**config.mk**
```make
export PLATFORM = sky130hd
export DESIGN_NAME = casc_irq_resolver
export DESIGN_NICKNAME = d
export VERILOG_FILES = /design/src/rtl/casc_irq_pkg.sv /design/src/rtl/casc_trig_reg.sv /design/src/rtl/casc_select.sv /design/src/rtl/casc_ack_decode.sv /design/src/rtl/casc_req_state.sv /design/src/rtl/casc_irq_resolver.sv
export SDC_FILE = /design/constraint.sdc
export NUM_CORES = 1
export LEC_CHECK = 0
export CORE_MARGIN = 2
export CORE_UTILIZATION = 40
export DETAILED_ROUTE_END_ITERATION = 7
export DONT_BUFFER_PORTS = 1
export PLACE_DENSITY_LB_ADDON = 0.25
export SLEW_MARGIN = 20
export SYNTH_ARGS = -nofsm -noshare
export SYNTH_HDL_FRONTEND = slang
export SYNTH_SLANG_ARGS = --single-unit
```
**constraint.sdc**
```tcl
create_clock -name clk -period 5.11 [get_ports clk]
set_input_delay 0.511 -clock clk [delete_from_list [all_inputs] [get_ports clk]]
set_output_delay 0.511 -clock clk [all_outputs]
set_load 0.1 [all_outputs]
```
**src/rtl/casc_irq_pkg.sv**
```systemverilog
package casc_irq_pkg;
    localparam int CHIP_W = 8;
    localparam int IDX_W  = $clog2(CHIP_W);
    localparam int LINE_W = $clog2(2 * CHIP_W);
    localparam int VEC_W  = 8;

    typedef enum logic [1:0] {
        ACK_NONE = 2'd0,
        ACK_PRI  = 2'd1,
        ACK_SEC  = 2'd2
    } ack_kind_e;

    typedef struct packed {
        ack_kind_e        kind;
        logic [IDX_W-1:0] idx;
    } ack_sel_t;
endpackage

```
**src/rtl/casc_trig_reg.sv**
```systemverilog
module casc_trig_reg #(
    parameter int W = 8,
    parameter logic [W-1:0] WR_MASK = '1
) (
    input  logic         clk,
    input  logic         rst_n,
    input  logic         wr_en,
    input  logic [W-1:0] wr_data,
    output logic [W-1:0] q
);
    // Bits outside WR_MASK are tied to edge mode permanently.
    always_ff @(posedge clk) begin
        if (!rst_n)
            q <= '0;
        else if (wr_en)
            q <= wr_data & WR_MASK;
    end
endmodule

```
**src/rtl/casc_select.sv**
```systemverilog
module casc_select
    import casc_irq_pkg::*;
#(
    parameter int W    = CHIP_W,
    parameter int CASC = 2,
    parameter int VW   = VEC_W
) (
    input  logic [W-1:0]  pri_req,
    input  logic [W-1:0]  pri_mask,
    input  logic [W-1:0]  sec_req,
    input  logic [W-1:0]  sec_mask,
    input  logic [VW-1:0] pri_base,
    input  logic [VW-1:0] sec_base,
    output logic          pending,
    output logic [VW-1:0] vector
);
    logic [W-1:0] pri_live;
    logic [W-1:0] sec_live;
    logic         sec_gate;

    assign pri_live = pri_req & ~pri_mask;
    assign sec_live = sec_req & ~sec_mask;
    assign sec_gate = ~pri_mask[CASC];
    assign pending  = (|pri_live) | (sec_gate & (|sec_live));

    // Walk from the lowest rank to the highest; later hits override.
    always_comb begin
        vector = '0;
        for (int j = W - 1; j > CASC; j--) begin
            if (pri_live[j])
                vector = pri_base + VW'(j);
        end
        if (sec_gate) begin
            for (int j = W - 1; j >= 0; j--) begin
                if (sec_live[j])
                    vector = sec_base + VW'(j);
            end
        end
        for (int j = CASC - 1; j >= 0; j--) begin
            if (pri_live[j])
                vector = pri_base + VW'(j);
        end
    end
endmodule

```
**src/rtl/casc_ack_decode.sv**
```systemverilog
module casc_ack_decode
    import casc_irq_pkg::*;
#(
    parameter int W  = CHIP_W,
    parameter int VW = VEC_W
) (
    input  logic          ack_valid,
    input  logic [VW-1:0] ack_vector,
    input  logic [VW-1:0] pri_base,
    input  logic [VW-1:0] sec_base,
    input  logic [W-1:0]  pri_req,
    input  logic [W-1:0]  pri_mask,
    input  logic [W-1:0]  sec_req,
    input  logic [W-1:0]  sec_mask,
    output ack_sel_t      sel
);
    logic [VW:0] pri_off;
    logic [VW:0] sec_off;
    logic        pri_hit;
    logic        sec_hit;

    assign pri_off = {1'b0, ack_vector} - {1'b0, pri_base};
    assign sec_off = {1'b0, ack_vector} - {1'b0, sec_base};
    assign pri_hit = !pri_off[VW] && (pri_off[VW-1:0] < VW'(W));
    assign sec_hit = !sec_off[VW] && (sec_off[VW-1:0] < VW'(W));

    always_comb begin
        sel.kind = ACK_NONE;
        sel.idx  = '0;
        if (ack_valid) begin
            if (pri_hit) begin
                sel.idx = pri_off[IDX_W-1:0];
                if (pri_req[sel.idx] && !pri_mask[sel.idx])
                    sel.kind = ACK_PRI;
            end else if (sec_hit) begin
                sel.idx = sec_off[IDX_W-1:0];
                if (sec_req[sel.idx] && !sec_mask[sel.idx])
                    sel.kind = ACK_SEC;
            end
        end
    end
endmodule

```
**src/rtl/casc_req_state.sv**
```systemverilog
module casc_req_state
    import casc_irq_pkg::*;
#(
    parameter int W    = CHIP_W,
    parameter int CASC = 2,
    parameter int LW   = LINE_W
) (
    input  logic          clk,
    input  logic          rst_n,
    input  logic          evt_valid,
    input  logic          evt_raise,
    input  logic [LW-1:0] evt_line,
    input  logic [W-1:0]  sec_mask,
    input  ack_sel_t      ack_sel,
    input  logic [W-1:0]  pri_trig,
    input  logic [W-1:0]  sec_trig,
    input  logic          pri_eoi_valid,
    input  logic [W-1:0]  pri_eoi_mask,
    input  logic          sec_eoi_valid,
    input  logic [W-1:0]  sec_eoi_mask,
    output logic [W-1:0]  pri_req,
    output logic [W-1:0]  sec_req,
    output logic [W-1:0]  pri_isr,
    output logic [W-1:0]  sec_isr
);
    localparam logic [LW-1:0] CASC_LINE  = LW'(CASC);
    localparam logic [LW-1:0] REDIR_LINE = LW'(W + 1);

    logic [W-1:0]  pri_req_n, sec_req_n, pri_isr_n, sec_isr_n;
    logic [LW-1:0] line_eff;

    assign line_eff = (evt_line == CASC_LINE) ? REDIR_LINE : evt_line;

    // Order inside one cycle: line event, then acknowledge, then end-of-interrupt.
    always_comb begin
        pri_req_n = pri_req;
        sec_req_n = sec_req;
        pri_isr_n = pri_isr;
        sec_isr_n = sec_isr;

        if (evt_valid) begin
            if (line_eff < LW'(W)) begin
                pri_req_n[line_eff[IDX_W-1:0]] = evt_raise;
            end else begin
                sec_req_n[line_eff[IDX_W-1:0]] = evt_raise;
                if (evt_raise)
                    pri_req_n[CASC] = 1'b1;
                else if ((sec_req_n & ~sec_mask) == '0)
                    pri_req_n[CASC] = 1'b0;
            end
        end

        unique case (ack_sel.kind)
            ACK_PRI: begin
                pri_isr_n[ack_sel.idx] = 1'b1;
                if (!pri_trig[ack_sel.idx])
                    pri_req_n[ack_sel.idx] = 1'b0;
            end
            ACK_SEC: begin
                sec_isr_n[ack_sel.idx] = 1'b1;
                pri_isr_n[CASC]        = 1'b1;
                if (!sec_trig[ack_sel.idx])
                    sec_req_n[ack_sel.idx] = 1'b0;
                if (!pri_trig[CASC])
                    pri_req_n[CASC] = 1'b0;
            end
            default: ;
        endcase

        if (pri_eoi_valid)
            pri_isr_n = pri_isr_n & ~pri_eoi_mask;
        if (sec_eoi_valid) begin
            sec_isr_n = sec_isr_n & ~sec_eoi_mask;
            if (sec_req_n == '0)
                pri_req_n[CASC] = 1'b0;
        end
    end

    always_ff @(posedge clk) begin
        if (!rst_n) begin
            pri_req <= '0;
            sec_req <= '0;
            pri_isr <= '0;
            sec_isr <= '0;
        end else begin
            pri_req <= pri_req_n;
            sec_req <= sec_req_n;
            pri_isr <= pri_isr_n;
            sec_isr <= sec_isr_n;
        end
    end
endmodule

```
**src/rtl/casc_irq_resolver.sv**
```systemverilog
module casc_irq_resolver
    import casc_irq_pkg::*;
#(
    parameter int W    = CHIP_W,
    parameter int CASC = 2,
    parameter logic [W-1:0] PRI_TRIG_MASK = 8'hF8,
    parameter logic [W-1:0] SEC_TRIG_MASK = 8'hDE
) (
    input  logic              clk,
    input  logic              rst_n,
    input  logic              evt_valid,
    input  logic              evt_raise,
    input  logic [LINE_W-1:0] evt_line,
    input  logic [W-1:0]      pri_mask,
    input  logic [W-1:0]      sec_mask,
    input  logic [VEC_W-1:0]  pri_base,
    input  logic [VEC_W-1:0]  sec_base,
    input  logic              trig_wr_en,
    input  logic              trig_wr_sel,
    input  logic [W-1:0]      trig_wr_data,
    input  logic              ack_valid,
    input  logic [VEC_W-1:0]  ack_vector,
    input  logic              pri_eoi_valid,
    input  logic [W-1:0]      pri_eoi_mask,
    input  logic              sec_eoi_valid,
    input  logic [W-1:0]      sec_eoi_mask,
    output logic              irq_pending,
    output logic [VEC_W-1:0]  irq_vector,
    output logic [W-1:0]      pri_req,
    output logic [W-1:0]      sec_req,
    output logic [W-1:0]      pri_isr,
    output logic [W-1:0]      sec_isr,
    output logic [W-1:0]      pri_trig,
    output logic [W-1:0]      sec_trig
);
    ack_sel_t ack_sel;

    casc_trig_reg #(.W(W), .WR_MASK(PRI_TRIG_MASK)) u_pri_trig (
        .clk(clk), .rst_n(rst_n),
        .wr_en(trig_wr_en && !trig_wr_sel),
        .wr_data(trig_wr_data), .q(pri_trig)
    );

    casc_trig_reg #(.W(W), .WR_MASK(SEC_TRIG_MASK)) u_sec_trig (
        .clk(clk), .rst_n(rst_n),
        .wr_en(trig_wr_en && trig_wr_sel),
        .wr_data(trig_wr_data), .q(sec_trig)
    );

    casc_ack_decode #(.W(W), .VW(VEC_W)) u_ack (
        .ack_valid(ack_valid), .ack_vector(ack_vector),
        .pri_base(pri_base), .sec_base(sec_base),
        .pri_req(pri_req), .pri_mask(pri_mask),
        .sec_req(sec_req), .sec_mask(sec_mask),
        .sel(ack_sel)
    );

    casc_req_state #(.W(W), .CASC(CASC), .LW(LINE_W)) u_state (
        .clk(clk), .rst_n(rst_n),
        .evt_valid(evt_valid), .evt_raise(evt_raise), .evt_line(evt_line),
        .sec_mask(sec_mask), .ack_sel(ack_sel),
        .pri_trig(pri_trig), .sec_trig(sec_trig),
        .pri_eoi_valid(pri_eoi_valid), .pri_eoi_mask(pri_eoi_mask),
        .sec_eoi_valid(sec_eoi_valid), .sec_eoi_mask(sec_eoi_mask),
        .pri_req(pri_req), .sec_req(sec_req),
        .pri_isr(pri_isr), .sec_isr(sec_isr)
    );

    casc_select #(.W(W), .CASC(CASC), .VW(VEC_W)) u_sel (
        .pri_req(pri_req), .pri_mask(pri_mask),
        .sec_req(sec_req), .sec_mask(sec_mask),
        .pri_base(pri_base), .sec_base(sec_base),
        .pending(irq_pending), .vector(irq_vector)
    );
endmodule

```
-- After elaboration in Yosys (flattened, before gate mapping)
Cells that the tools add are included.
- add/sub/neg operators: 15
- $lt $le $gt $ge: 9
- eq/ne operators: 3
- mux-type cells: 62
- bitwise operators: 17
- reduce and logical (&&, ||, !) cells: 17
- operator list (cell ; count):
    $mux 8 ; 25
    $add 8x3->8 const B ; 8
    $and 8x8->8 ; 7
    $not 8->8 ; 5
    $mux 5 ; 6
    $add 8x2->8 const B ; 3
    $bmux 1 s3 ; 6
    $sub 8x8->9 ; 2
    $add 8x1->8 const B ; 2
    $bwmux 8 ; 2
    $logic_not 8->1 ; 2
    $lt 3x4->1 const B ; 4
    $lt 8x4->1 const B ; 2
    $or 8x8->8 ; 2
    $reduce_or 8->1 ; 2
    $mux 1 ; 14
    $logic_and 1x1->1 ; 8
    $mux 2 ; 4
    $demux 1 s3 ; 2
    $ge 3x1->1 const B ; 2
    $logic_not 1->1 ; 5
    $eq 4x2->1 const B ; 1
    $lt 4x4->1 const B ; 1
    $mux 4 ; 1
    6 further kinds ; 7
- register bits: 43
- input port bits: 77
- output and inout bits: 57
- logic and storage cells: 129

-- Depth between registers and ports, before layout
- word-level depth: 20
- mapped depth: 19
- mapped depth without buffers: 17

-- Cells and area by module
From an unflattened synthesis, not the netlist that was laid out.
- cells, all modules: 835
- area, all modules: 6094.6 um^2
- modules (own cells, without submodules) (module ; times used ; cells each ; area an instance (um^2) ; seq. area each (um^2)):
    casc_select ; 1 ; 420 ; 2605.0 ; 0.0
    casc_req_state ; 1 ; 228 ; 1986.9 ; 640.6
    casc_ack_decode ; 1 ; 143 ; 1019.7 ; 0.0
    casc_trig_reg at u_sec_trig ; 1 ; 22 ; 247.7 ; 120.1
    casc_trig_reg at u_pri_trig ; 1 ; 20 ; 219.0 ; 100.1
    casc_irq_resolver ; 1 ; 2 ; 16.3 ; 0.0

-- Worst setup path before layout
No wires, ideal clock.
- path kind: input-to-output
- from: in pri_base[2]
- to: out irq_vector[4]
- data arrival time: 5.978 ns
- data required time: 4.599 ns
- setup slack: -1.379 ns
- cell stages on the path: 12
- buffers on the path: 1
- cells stage by stage: clkbuf_1 > inv_1 > ha_1 > nor2b_1 > or2_2 > o311ai_0 > a31oi_1 > o21ai_0 > a31oi_1 > a21oi_1 > a2111oi_0 > o311ai_0
- word-level cells in the longest chain between the ends: 17
- elaborated cells on any way between the ends: 22
- those cells by class: add/sub: 6; mux: 16
- ends and longest elaborated chain (what ; line ; text):
    start, declared ; casc_irq_resolver.sv:16 ; input logic [VEC_W-1:0] pri_base,
    $add 8x3->8 ; casc_select.sv:31 ; vector = pri_base + VW'(j);
    $mux 8 (5 in a row) ; casc_select.sv:30 ; if (pri_live[j])
    $mux 8 (8 in a row) ; casc_select.sv:35 ; if (sec_live[j])
    $mux 8 ; casc_select.sv:33 ; if (sec_gate) begin
    $mux 8 * (2 in a row) ; casc_select.sv:40 ; if (pri_live[j])
    end, declared ; casc_irq_resolver.sv:28 ; output logic [VEC_W-1:0] irq_vector,
Mark *: on every way between the ends. The rest lies on a longest branch, timed or not.

-- Worst setup path in the final report
- from: reg u_state.pri_req[6]
- to: out irq_vector[2]
- word-level cells in the longest chain between the ends: 16
- ends and longest elaborated chain (what ; line ; text):
    start, declared ; casc_req_state.sv:21 ; output logic [W-1:0] pri_req,
    start signal, assigned ; casc_req_state.sv:86 ; pri_req <= pri_req_n;
    $and 8x8->8 * ; casc_select.sv:21 ; assign pri_live = pri_req & ~pri_mask;
    $mux 8 * (4 in a row) ; casc_select.sv:30 ;
    $mux 8 (8 in a row) ; casc_select.sv:35 ;
    $mux 8 * ; casc_select.sv:33 ;
    $mux 8 * (2 in a row) ; casc_select.sv:40 ;
Marks and branches as above.

==> out/qor.csv <==
metric,value,unit
status,"complete, no violations",
rrSetupSlack,1.27,ns
post_cts_resized,0,
routedLengthMet1,8400,um
cts_max_path_buffers,2,
std_cell_rows,43,
hold_viol,0,
grtUsageTotal,0.247,
drv_cap,0,
drt_wl_total,20100,um
layout_commonest_cell,nand2_1,
cpPeakStageDelay,0.57,ns
clock_latency,0.29,ns
clock-sinks,43,
dieArea,15500,um^2
fin_tns_setup,0,ns
top_layer,met4,
cts_buffers,5,
worstSetupEndpointType,primary output,
remaining_drc_errors,0,
initial_core_util,0.414,
cp_max_fo,8,
post_drt_via_cell_ratio,6.26,
slowest_stage,nor2b_1,
syn_avg_cell_area,6.95,um^2
clkTransAtPathRegs,0.07,ns
met2_length,9470,um
nets,933,
p_leak,2.45,nW
worst-endpoint-required,4.60,ns
cts_hold_buf,0,
slew_viol_final,0,
fmax,0.230,GHz
fp.dieH,124,um
postCtsSetupBuffers,0,
root_buffer,clkbuf_16,
syn_area,5790,um^2
fin_worst_skew,0.00881,ns
arrival,3.85,ns
route.met3.wl,1830,um
synth_flop_cell,dfxtp_1,
timing.final.crit_share,0.853,
grt_pass1_vias,5793,
overflow,0,
core_area,14000,um^2
drive_gt1_frac,0.0905,
via_count,6249,
yosysWarningCount,0,
htree_num_levels,2,
synth_cell_types,80,
syn_to_final_growth,8.49,%
vdd_ir_drop_max,0.196,mV
final_cell_mix,"101 x nand2_1, 88 x a21oi_1, 64 x nor2_1",
synth_seq_cells,43,
min_period,4.36,ns
worst-setup-path-type,flip-flop to primary output,
grt_first_pass_wirelength,31700,um
power_density,187,nW/um^2
antenna_left,0,
crit_family,compound AO/OA/AOI/OAI gates,
finalPower,1.17,mW
crit_buf_inv,3,
hp-class,input pin to flip-flop,
syn-instance-count,834,
max-slew-margin-rel,0.225,
wl_per_cell,20.1,um
synth_edf_count,0,
grt_setup_unrepaired,no,
async_flop_share,0,
dr.pass1.iters,6,
crit_chain,"buf_4, nor2b_1, nor4_1, a21oi_1, a211oi_1, a211oi_1, a21oi_1, o2111ai_1, a31oi_1, a2111oi_0, buf_4, a211oi_4, buf_4",
antenna_found_initial,1,
crit_top_cell,buf_4,
drtIter0Drc,540,
fp.dieW,124,um
io_pins,134,
cts_tree,built,
gp_congestion,0.939,
worst_pin_slew,1.16,ns
grt_max_degree,44,
holdWs,0.334,ns
place_hpwl,15600,um
seq_area_frac_synth,0.149,
setup_viol,0,
fillers,1493,
portBuffers,0,
worstSetupStartpointType,flip-flop,
[report_power, final]
part	total (mW)	internal [mW]	switching (mW)	leakage (nW)
clock network	0.414	0.280	0.134	0.0900
registers	0.377	0.341	0.0354	0.348
logic	0.383	0.132	0.251	2.01
total	1.17	0.753	0.421	2.45
[metal layers]
| metal | GRT usage | vias up |
|---|---|---|
| met1 | 0.316 | 2905 |
| li1 | - | 2997 |
| met5 | 0 | - |
| met3 | 0.0533 | 31 |
| met4 | 0.0701 | 0 |
| met2 | 0.417 | 316 |
[worst paths after layout]
| check | startpoint | cells past startpoint | end |
|---|---|---|---|
| hold reg to reg | u_state.pri_req[0]$_SDFF_PN0_ | 3 | u_state.pri_req[0]$_SDFF_PN0_ |
| setup reg to reg | u_state.sec_req[7]$_SDFF_PN0_ | 12 | u_state.pri_req[2]$_SDFF_PN0_ |
| setup / recovery | u_state.pri_req[6]$_SDFF_PN0_ | 13 | irq_vector[2] |
| hold / removal | rst_n | 2 | u_state.sec_isr[6]$_SDFF_PN0_ |
[flip-flops by register name, indices dropped and copies added, names as in the netlist]
signal / flops
u_pri_trig.q: 5
u_sec_trig.q: 6
u_state.pri_isr: 8
u_state.pri_req: 8
u_state.sec_isr: 8
u_state.sec_req: 8
[stage by stage]
step | cells | util | worst slack [ns] | cell area [um^2]
after global placement | 990 | 0.435 | 0.914 | 6090
after detailed placement | 990 | 0.435 | 0.790 | 6090
final | 999 | 0.449 | 0.753 | 6290
after global routing | 999 | 0.449 | 0.481 | 6290
after CTS | 998 | 0.449 | 0.828 | 6280
after floorplan | 838 | - | 0.156 | 5830
[layout make-up]
type | instances | area [um^2] | share of cell area
well taps | 180 | 225 | 0.0358
inverters | 30 | 113 | 0.0179
repair buffers | 32 | 240 | 0.0382
multi-input cells | 705 | 4650 | 0.740
flip-flops and latches | 43 | 861 | 0.137
clock buffers | 5 | 125 | 0.0199
diodes | 1 | 2.50 | 0.000398
clock inverters | 3 | 67.6 | 0.0107
[cells in the mapped netlist, drive strengths merged, types with 3 or more instances]
master | n | area, um^2
and3 | 6 | 37.5
nor3 | 22 | 115
nor2 | 64 | 240
dfxtp | 43 | 861
or3 | 3 | 18.8
nand2 | 101 | 379
o211ai | 9 | 67.6
a311oi | 4 | 35.0
o221ai | 6 | 52.6
a21oi | 88 | 440
mux4 | 3 | 67.6
and2 | 9 | 56.3
xnor2 | 21 | 184
o311ai | 8 | 70.1
a31oi | 10 | 62.6
clkbuf | 52 | 195
a21boi | 7 | 52.6
ha | 37 | 463
xor2 | 4 | 35.0
nand3b | 3 | 22.5
a22oi | 4 | 30.0
nor4 | 4 | 31.3
o31ai | 4 | 35.0
mux2 | 11 | 135
inv | 28 | 105
o21a | 5 | 37.5
mux2i | 25 | 258
o2111ai | 5 | 43.8
nand2b | 23 | 144
o211a | 3 | 30.0
o21ai | 60 | 300
o21bai | 4 | 30.0
a22o | 3 | 26.3
a2111oi | 6 | 58.8
a211oi | 8 | 77.6
o22ai | 10 | 62.6
nand3 | 33 | 178
nor3b | 10 | 80.1
a221oi | 7 | 61.3
nor2b | 36 | 225
o311a | 3 | 30.0
buf | 8 | 56.3
nand4 | 6 | 37.5
[worst register-to-register path: cells and delay by family (launching register included)]
| kind | cells | cell delay, ns |
|---|---|---|
| AOI/OAI and AO/OA | 4 | 1.04 |
| buffers and inverters | 3 | 0.58 |
| DFF | 1 | 0.31 |
| adders and majority gates | 1 | 0.36 |
| and+or+nand+nor | 3 | 0.88 |
| muxes | 1 | 0.56 |
[cell families after synthesis]
family | share of synthesized area
other | 0.000647
adder cells (fa/ha/maj) | 0.0868
multiplexers | 0.0795
flip-flops | 0.149
XOR/XNOR | 0.0378
buffers and inverters | 0.0628
AO/OA/AOI/OAI | 0.303
AND/OR/NAND/NOR | 0.281
(Power assumes the default switching activity.)
